==> src/rtl/trace_status_pkg.sv <==
package trace_status_pkg;

  typedef enum logic [1:0] {
    CAP_OFF      = 2'd0,
    CAP_RUN      = 2'd1,
    CAP_STOP     = 2'd2,
    CAP_STOP_ALT = 2'd3
  } capMode_t;

  // strobes from control to datapath, one cycle's worth of decisions
  typedef struct packed {
    logic clearFlags;  // exit from off state
    logic update;      // non-off, non-exit cycle: idle/full flags may change
    logic stopped;     // capture stopping (idle flags may be set)
    logic armLoad;     // load post-trigger countdown
    logic countDown;   // decrement countdown
    logic fire;        // set triggered
  } tstStrobes_t;

  localparam int STATUS_W = 32;

endpackage

==> src/rtl/tst_control.sv <==
module tst_control
  import trace_status_pkg::*;
#(
  parameter int ID_W = 7,
  parameter logic [ID_W-1:0] TRIG_ID = 7'h7D
) (
  input  logic            clk,
  input  logic            rstN,
  input  logic [1:0]      capState,
  input  logic            trigIn,
  input  logic [ID_W-1:0] traceId,
  input  logic            traceValid,
  input  logic            memWordWr,
  input  logic            armed,
  input  logic            cntZero,
  input  logic            triggered,
  output tstStrobes_t     strb
);

  capMode_t mode;
  logic wasOff, trigPrev;
  logic isOff, leaving, capturing, canTrig, pinRise, idHit;

  assign mode = capMode_t'(capState);

  always_ff @(posedge clk) begin
    if (!rstN) begin
      wasOff   <= 1'b1;
      trigPrev <= 1'b0;
    end else begin
      wasOff   <= (mode == CAP_OFF);
      trigPrev <= trigIn;
    end
  end

  always_comb begin
    isOff     = (mode == CAP_OFF);
    leaving   = wasOff && !isOff;
    capturing = (mode == CAP_RUN) && !leaving;
    canTrig   = capturing && !triggered;
    pinRise   = trigIn && !trigPrev;
    idHit     = traceValid && (traceId == TRIG_ID);

    strb.clearFlags = leaving;
    strb.update     = !isOff && !leaving;
    strb.stopped    = ((mode == CAP_STOP) || (mode == CAP_STOP_ALT)) && !leaving;
    strb.fire       = canTrig && (idHit || (armed && cntZero));
    strb.armLoad    = canTrig && !armed && pinRise && !idHit;
    strb.countDown  = canTrig && armed && !cntZero && memWordWr;
  end

endmodule

==> src/rtl/tst_datapath.sv <==
module tst_datapath
  import trace_status_pkg::*;
#(
  parameter int CNT_W = 16
) (
  input  logic             clk,
  input  logic             rstN,
  input  tstStrobes_t      strb,
  input  logic [CNT_W-1:0] postTrigCount,
  input  logic             pipeDrained,
  input  logic             drainActive,
  input  logic             busIdle,
  input  logic             writeRespDone,
  input  logic             memEmpty,
  input  logic             memFull,
  output logic             emptyFlag,
  output logic             ftEmptyFlag,
  output logic             readyFlag,
  output logic             trigFlag,
  output logic             fullFlag,
  output logic             armed,
  output logic             cntZero
);

  logic [CNT_W-1:0] remaining;
  logic readyCond, ftCond;

  assign readyCond = strb.stopped && pipeDrained && !drainActive && busIdle && writeRespDone;
  assign ftCond    = strb.stopped && pipeDrained;
  assign cntZero   = (remaining == '0);

  always_ff @(posedge clk) begin
    if (!rstN) begin
      emptyFlag   <= 1'b0;
      ftEmptyFlag <= 1'b0;
      readyFlag   <= 1'b1;
      trigFlag    <= 1'b0;
      fullFlag    <= 1'b0;
      armed       <= 1'b0;
      remaining   <= '0;
    end else begin
      emptyFlag <= memEmpty;
      if (strb.clearFlags) begin
        ftEmptyFlag <= 1'b0;
        readyFlag   <= 1'b0;
        trigFlag    <= 1'b0;
        fullFlag    <= 1'b0;
        armed       <= 1'b0;
      end else begin
        if (strb.update) begin
          ftEmptyFlag <= ftCond;
          readyFlag   <= readyCond;
          fullFlag    <= fullFlag || memFull;
        end
        if (strb.fire) begin
          trigFlag <= 1'b1;
          armed    <= 1'b0;
        end else if (strb.armLoad) begin
          armed     <= 1'b1;
          remaining <= postTrigCount;
        end else if (strb.countDown) begin
          remaining <= remaining - 1'b1;
        end
      end
    end
  end

  // triggered only drops at an exit from the off state
  assert_trig_sticky_R10: assert property (@(posedge clk) disable iff (!rstN)
    $fell(trigFlag) |-> $past(strb.clearFlags));

  // an armed countdown never moves upward (no reload)
  assert_no_reload_R9: assert property (@(posedge clk) disable iff (!rstN)
    armed |=> (remaining <= $past(remaining)));

  // nothing but Empty moves in an off cycle
  assert_hold_off_R6: assert property (@(posedge clk) disable iff (!rstN)
    (!strb.clearFlags && !strb.update) |=>
      $stable({readyFlag, ftEmptyFlag, trigFlag, fullFlag}));

endmodule

==> src/rtl/trace_status_tracker.sv <==
module trace_status_tracker
  import trace_status_pkg::*;
#(
  parameter int ID_W  = 7,
  parameter int CNT_W = 16,
  parameter logic [ID_W-1:0] TRIG_ID = 7'h7D
) (
  input  logic                clk,
  input  logic                rstN,
  input  logic [1:0]          capState,
  input  logic                trigIn,
  input  logic [ID_W-1:0]     traceId,
  input  logic                traceValid,
  input  logic                memWordWr,
  input  logic [CNT_W-1:0]    postTrigCount,
  input  logic                pipeDrained,
  input  logic                drainActive,
  input  logic                busIdle,
  input  logic                writeRespDone,
  input  logic                memEmpty,
  input  logic                memFull,
  output logic [STATUS_W-1:0] statusWord
);

  tstStrobes_t strb;
  logic emptyFlag, ftEmptyFlag, readyFlag, trigFlag, fullFlag, armed, cntZero;

  tst_control #(.ID_W(ID_W), .TRIG_ID(TRIG_ID)) u_control (
    .clk(clk), .rstN(rstN), .capState(capState), .trigIn(trigIn),
    .traceId(traceId), .traceValid(traceValid), .memWordWr(memWordWr),
    .armed(armed), .cntZero(cntZero), .triggered(trigFlag), .strb(strb)
  );

  tst_datapath #(.CNT_W(CNT_W)) u_datapath (
    .clk(clk), .rstN(rstN), .strb(strb), .postTrigCount(postTrigCount),
    .pipeDrained(pipeDrained), .drainActive(drainActive), .busIdle(busIdle),
    .writeRespDone(writeRespDone), .memEmpty(memEmpty), .memFull(memFull),
    .emptyFlag(emptyFlag), .ftEmptyFlag(ftEmptyFlag), .readyFlag(readyFlag),
    .trigFlag(trigFlag), .fullFlag(fullFlag), .armed(armed), .cntZero(cntZero)
  );

  assign statusWord = {{(STATUS_W-5){1'b0}}, emptyFlag, ftEmptyFlag, readyFlag, trigFlag, fullFlag};

  // exit from off leaves the four state flags cleared
  assert_clear_on_exit_R5: assert property (@(posedge clk) disable iff (!rstN)
    strb.clearFlags |=> (statusWord[3:0] == 4'b0000));

  // Ready rises only after a fully idle stopping cycle
  assert_ready_cause_R3: assert property (@(posedge clk) disable iff (!rstN)
    $rose(statusWord[2]) |->
      $past(capState[1] && pipeDrained && !drainActive && busIdle && writeRespDone));

  // FtEmpty rises only after a drained stopping cycle
  assert_ftempty_cause_R4: assert property (@(posedge clk) disable iff (!rstN)
    $rose(statusWord[3]) |-> $past(capState[1] && pipeDrained));

  // Triggered rises only after a capturing cycle
  assert_trig_capture_R7: assert property (@(posedge clk) disable iff (!rstN)
    $rose(statusWord[1]) |-> ($past(capState) == 2'd1));

endmodule

==> config.mk <==
export PLATFORM = sky130hd
export DESIGN_NAME = trace_status_tracker
export DESIGN_NICKNAME = d
export VERILOG_FILES = /design/src/rtl/trace_status_pkg.sv /design/src/rtl/tst_control.sv /design/src/rtl/tst_datapath.sv /design/src/rtl/trace_status_tracker.sv
export SDC_FILE = /design/constraint.sdc
export NUM_CORES = 1
export LEC_CHECK = 0
export CORE_AREA = 8 8 56 105
export DETAILED_ROUTE_END_ITERATION = 12
export DIE_AREA = 0 0 64 113
export GPL_TIMING_DRIVEN = 0
export PLACE_DENSITY = 0.74
export SYNTH_ARGS = -nofsm -noshare
export SYNTH_HDL_FRONTEND = slang
export SYNTH_HIERARCHICAL = 1
export SYNTH_SLANG_ARGS = --single-unit
==> constraint.sdc <==
create_clock -name clk -period 2.4 [get_ports clk]
set_input_delay 0.36 -clock clk [delete_from_list [all_inputs] [get_ports clk]]
set_output_delay 0.36 -clock clk [all_outputs]
set_load 0.05 [all_outputs]
[Yosys cells after proc, flatten, opt, wreduce, memory -nomap -nowiden]
Index checks and enable logic that the tools add are counted.
Storage, ports and cells
  register bits after elaboration: 24
  input port bits: 36
  output and inout port bits: 32
  word-level logic and storage cells: 58
Cells by class
  add/sub/neg operators: 1
  equality and inequality tests: 4
  multiplexer cells: 4
  bitwise gates (word level): 3
  reduce and logical (&&, ||, !) cells: 37
Operator list (count)
  16-bit two-way mux: 2
  1-bit logical AND: 19
  16-bit logical NOT: 1
  16-bit by 1-bit subtractor with 16-bit output, second input constant: 1
  1-bit logical NOT: 8
  7-bit equality test, second input constant: 1
  2-bit equality test, second input constant: 2
  2-bit nonzero test: 2
  1-bit logical OR: 3
  1-bit NOT: 3
  3-bit AND reduction: 1
  3-bit OR reduction: 1
  2-bit by 1-bit equality test with 1-bit output, second input constant: 1
  2-bit logical NOT: 1
  1-bit two-way mux: 2
  2-bit OR reduction: 1

[Longest topological paths before layout]
  depth after elaboration: 11
  gate-level depth with buffers: 12
  mapped depth without buffers: 11

[By module]
Netlist, hierarchy kept.
Modules (own cells, without submodules)
  tst_datapath: times used 1, cells an instance 164, area each 1318.8 µm², sequential area each 440.4 µm²
  trace_status_tracker: times used 1, cells an instance 33, area each 244.0 µm², sequential area each 0.0 µm²
  tst_control: times used 1, cells an instance 21, area each 156.4 µm², sequential area each 40.0 µm²

[Worst setup path before layout]
No wires, ideal clock.
  kind: flip-flop to flip-flop
  from: register u_datapath.remaining[0]
  to: register u_datapath.remaining[9]
  setup time: 0.130 ns
  data arrival time: 2.298 ns
  required time: 2.270 ns
  path slack: -0.028 ns
  cell stages (with the launch flop): 13
  path buffers: 1
  period minus slack after synthesis: 2.428 ns
  cell sequence: dfxtp_1 inv_1 ha_1 or4b_4 nor3_4 and3_2 nand2_1 a21oi_1 or2_2 clkbuf_1 nor3_1 mux2i_1 o22ai_1
RTL lines
  start: declaration: RTL line tst_datapath.sv:25  | logic [CNT_W-1:0] remaining;
  start signal: assignment: RTL line tst_datapath.sv:60  | remaining <= postTrigCount;
  start signal: assignment: RTL line tst_datapath.sv:62  | remaining <= remaining - 1'b1;

==> results.json <==
{
  "routed_wl_um": 5290,
  "area_growth_pct": 51.1,
  "holdWs_ns": 0.477,
  "cts_root_buf": "clkbuf_8",
  "drcViolationCount": 0,
  "routedWlPerCell_um": 14.9,
  "via_per_inst": 5.13,
  "yosys.area.top_type": "dfxtp_1",
  "gp_congestion": 0.885,
  "p_leak_nw": 1.07,
  "setup_slack_ns": -0.0299,
  "synth.area.top_cells": "dfxtp_1 (28%), buf_4 (15%), nor2_1 (4.8%)",
  "io_buffers": 40,
  "maxSlewViolCount": 0,
  "die_w_um": 64,
  "clockBufferDepth": 2,
  "drt_iter0_markers": 48,
  "synth_cell_types": 52,
  "cts_buffers": 3,
  "dr.pass1.iters": 4,
  "worstHoldPathCells": 2,
  "overflow": 0,
  "grt_pass1_wl_um": 8220,
  "r2r_end": "u_datapath/remaining[10]$_SDFFE_PN0P_",
  "die_h_um": 113,
  "die_area_sq_um": 7230,
  "h-tree-depth": 1,
  "ys_ff_latch": 24,
  "critPathLaunchType": "flop",
  "rrSetupSlack_ns": -0.03,
  "min_period_ns": 2.43,
  "synth-main-ff-cell": "dfxtp_1",
  "hp-class": "flop to flop",
  "synth-edff-count": 0,
  "rows": 35,
  "crit_required_ns": 2.55,
  "hold_buffers": 0,
  "drive_above_1_share_pct": 31.4,
  "n_antenna_cell": 0,
  "finalNetCount": 338,
  "ys_seq_area_share_pct": 27.9,
  "vias": 1817,
  "hpwlAfterDp_um": 3790,
  "reg2reg_depth": 10,
  "power_density_nw_per_um2": 409,
  "clk_pin_slew_ns": 0.08,
  "final_core_util_pct": 57.6,
  "path_class": "flop to flop",
  "pin_count": 68,
  "cts_tree": "done",
  "place_ws_ns": -0.372,
  "endpoint_kind": "flop",
  "synthCells": 218,
  "cp_max_fo": 7,
  "tightestPinTransition_ns": 0.562,
  "rsz0062_at_grt": "yes",
  "slew_headroom_pct": 62.0,
  "yosys-top-cells-count": "buf_4 (34), dfxtp_1 (24), nor2_1 (22)",
  "r2r-start": "u_datapath/remaining[1]$_SDFFE_PN0P_",
  "core_sq_um": 4510,
  "fin_cells": 354,
  "hold_end": "u_datapath/ftEmptyFlag$_SDFFE_PP0P_",
  "finalHoldViolations": 0,
  "grt_max_degree": 13,
  "violations": "setup timing",
  "yosys_warnings": 6,
  "fin_tns_setup_ns": -0.0995,
  "dp_cells": 339,
  "clkSinkCount": 24,
  "setup_viol": 7,
  "initial_core_util_pct": 38.1,
  "finalCritPeriodShare_pct": 101,
  "track_usage_pct": 13.7,
  "syn-mean-instance-area_sq_um": 7.89,
  "clkLatencyLatePin_ns": 0.26,
  "antenna_found_initial": 0,
  "synth_top_area_share_pct": 27.9,
  "timing.fmax_mhz": 412,
  "grt_pass1_vias": 1744,
  "drv_cap": 0,
  "hold_path_startpoint": "u_datapath/ftEmptyFlag$_SDFFE_PP0P_",
  "cp.arrival_ns": 2.58,
  "ys_async_sr_fraction_pct": 0,
  "fin_skew_ns": 0.00194,
  "syn_area_sq_um": 1720,
  "ir_worst_vdd_mv": 0.332,
  "outcome": "finished with violations",
  "synth.most_common_cell": "buf_4",
  "antenna_left": 0
}
## placed cells by master (no fill, tap or decap), drive strengths merged, types with 5 or more instances in the layout
cell type,count
buf,49
clkdlybuf4s50,40
conb,27
dfxtp,24
nor2,23
a21oi,13
nand2,11
clkbuf,9
nor3,8
and3,7
inv,7
nand4,6
o22ai,6
nand3,5
a22oi,5
## timing repair
action,in CTS,in global routing
buffers inserted,6,5
gates cloned,2,0
endpoints found under the setup margin,16,16
pin swaps,8,18
gates resized for setup,29,22
## where the power goes
part	switching (mW)	internal [mW]
Sequential	0.0124	0.410
Clock	0.128	0.112
Combinational	0.226	0.173
Total	0.366	0.695
## flip-flops by register name (all words and copies together) (netlist names)
register	cells
u_control/trigPrev	1
u_control/wasOff	1
u_datapath/armed	1
u_datapath/emptyFlag	1
u_datapath/ftEmptyFlag	1
u_datapath/fullFlag	1
u_datapath/readyFlag	1
u_datapath/remaining	16
u_datapath/trigFlag	1
## final cells by class
class | count | area (sq um)
Buffer | 42 | 308
Clock buffer | 3 | 41.3
Fill cell | 427 | 1910
Inverter | 7 | 26.3
Multi-Input combinational cell | 170 | 1170
Sequential cell | 24 | 483
Tap cell | 55 | 68.8
Timing Repair Buffer | 53 | 502
## stage by stage
step           total power [mW]  instance area (sq um)
6_report                   1.06                   2600
5_1_grt                    1.11                   2600
4_1_cts                    1.04                   2480
3_5_place_dp              0.774                   2290
3_3_place_gp              0.772                   2290
2_1_floorplan             0.680                   1820
## routing by layer
| layer | global-route usage, % | wire (um) | vias to the layer above |
|---|---|---|---|
| li1 | - | - | 891 |
| met3 | 2.87 | 246 | 7 |
| met5 | 0 | 0 | - |
| met4 | 3.75 | 34 | 0 |
| met1 | 15.4 | 2150 | 864 |
| met2 | 24.7 | 2860 | 55 |
## worst max-delay path: stages (launching register included)
cell	delay, ns
dfxtp_2	0.33
inv_2	0.07
ha_4	0.13
or4b_4	0.48
nor3_4	0.20
and3_4	0.25
nor3_2	0.07
nor2_2	0.40
nor2_4	0.14
o211ai_1	0.19
a21oi_1	0.06
## cells by family (layout without fill, tap and decap cells)
kind of cell,Yosys count,count (layout),synth area share [%]
adder cells (fa/ha/maj),1,1,0.728
buffers and inverters,50,105,18.5
flip-flops,24,24,27.9
multiplexers,4,4,2.33
AND/OR/NAND/NOR,87,87,30.5
AO/OA/AOI/OAI,51,51,19.8
other,1,27,0.218
## worst max-delay path by stage
stage                                                       end                                  from  slack [ns]
final                     u_datapath/remaining[10]$_SDFFE_PN0P_  u_datapath/remaining[1]$_SDFFE_PN0P_       -0.03
after global routing      u_datapath/remaining[10]$_SDFFE_PN0P_  u_datapath/remaining[1]$_SDFFE_PN0P_       -0.13
after CTS                 u_datapath/remaining[14]$_SDFFE_PN0P_  u_datapath/remaining[1]$_SDFFE_PN0P_       -0.03
after detailed placement   u_datapath/remaining[1]$_SDFFE_PN0P_                            traceId[0]       -0.37
after global placement     u_datapath/remaining[1]$_SDFFE_PN0P_                            traceValid       -0.37
after floorplan           u_datapath/remaining[14]$_SDFFE_PN0P_  u_datapath/remaining[0]$_SDFFE_PN0P_        0.01
No activity file was read; power rests on OpenSTA's default activity.
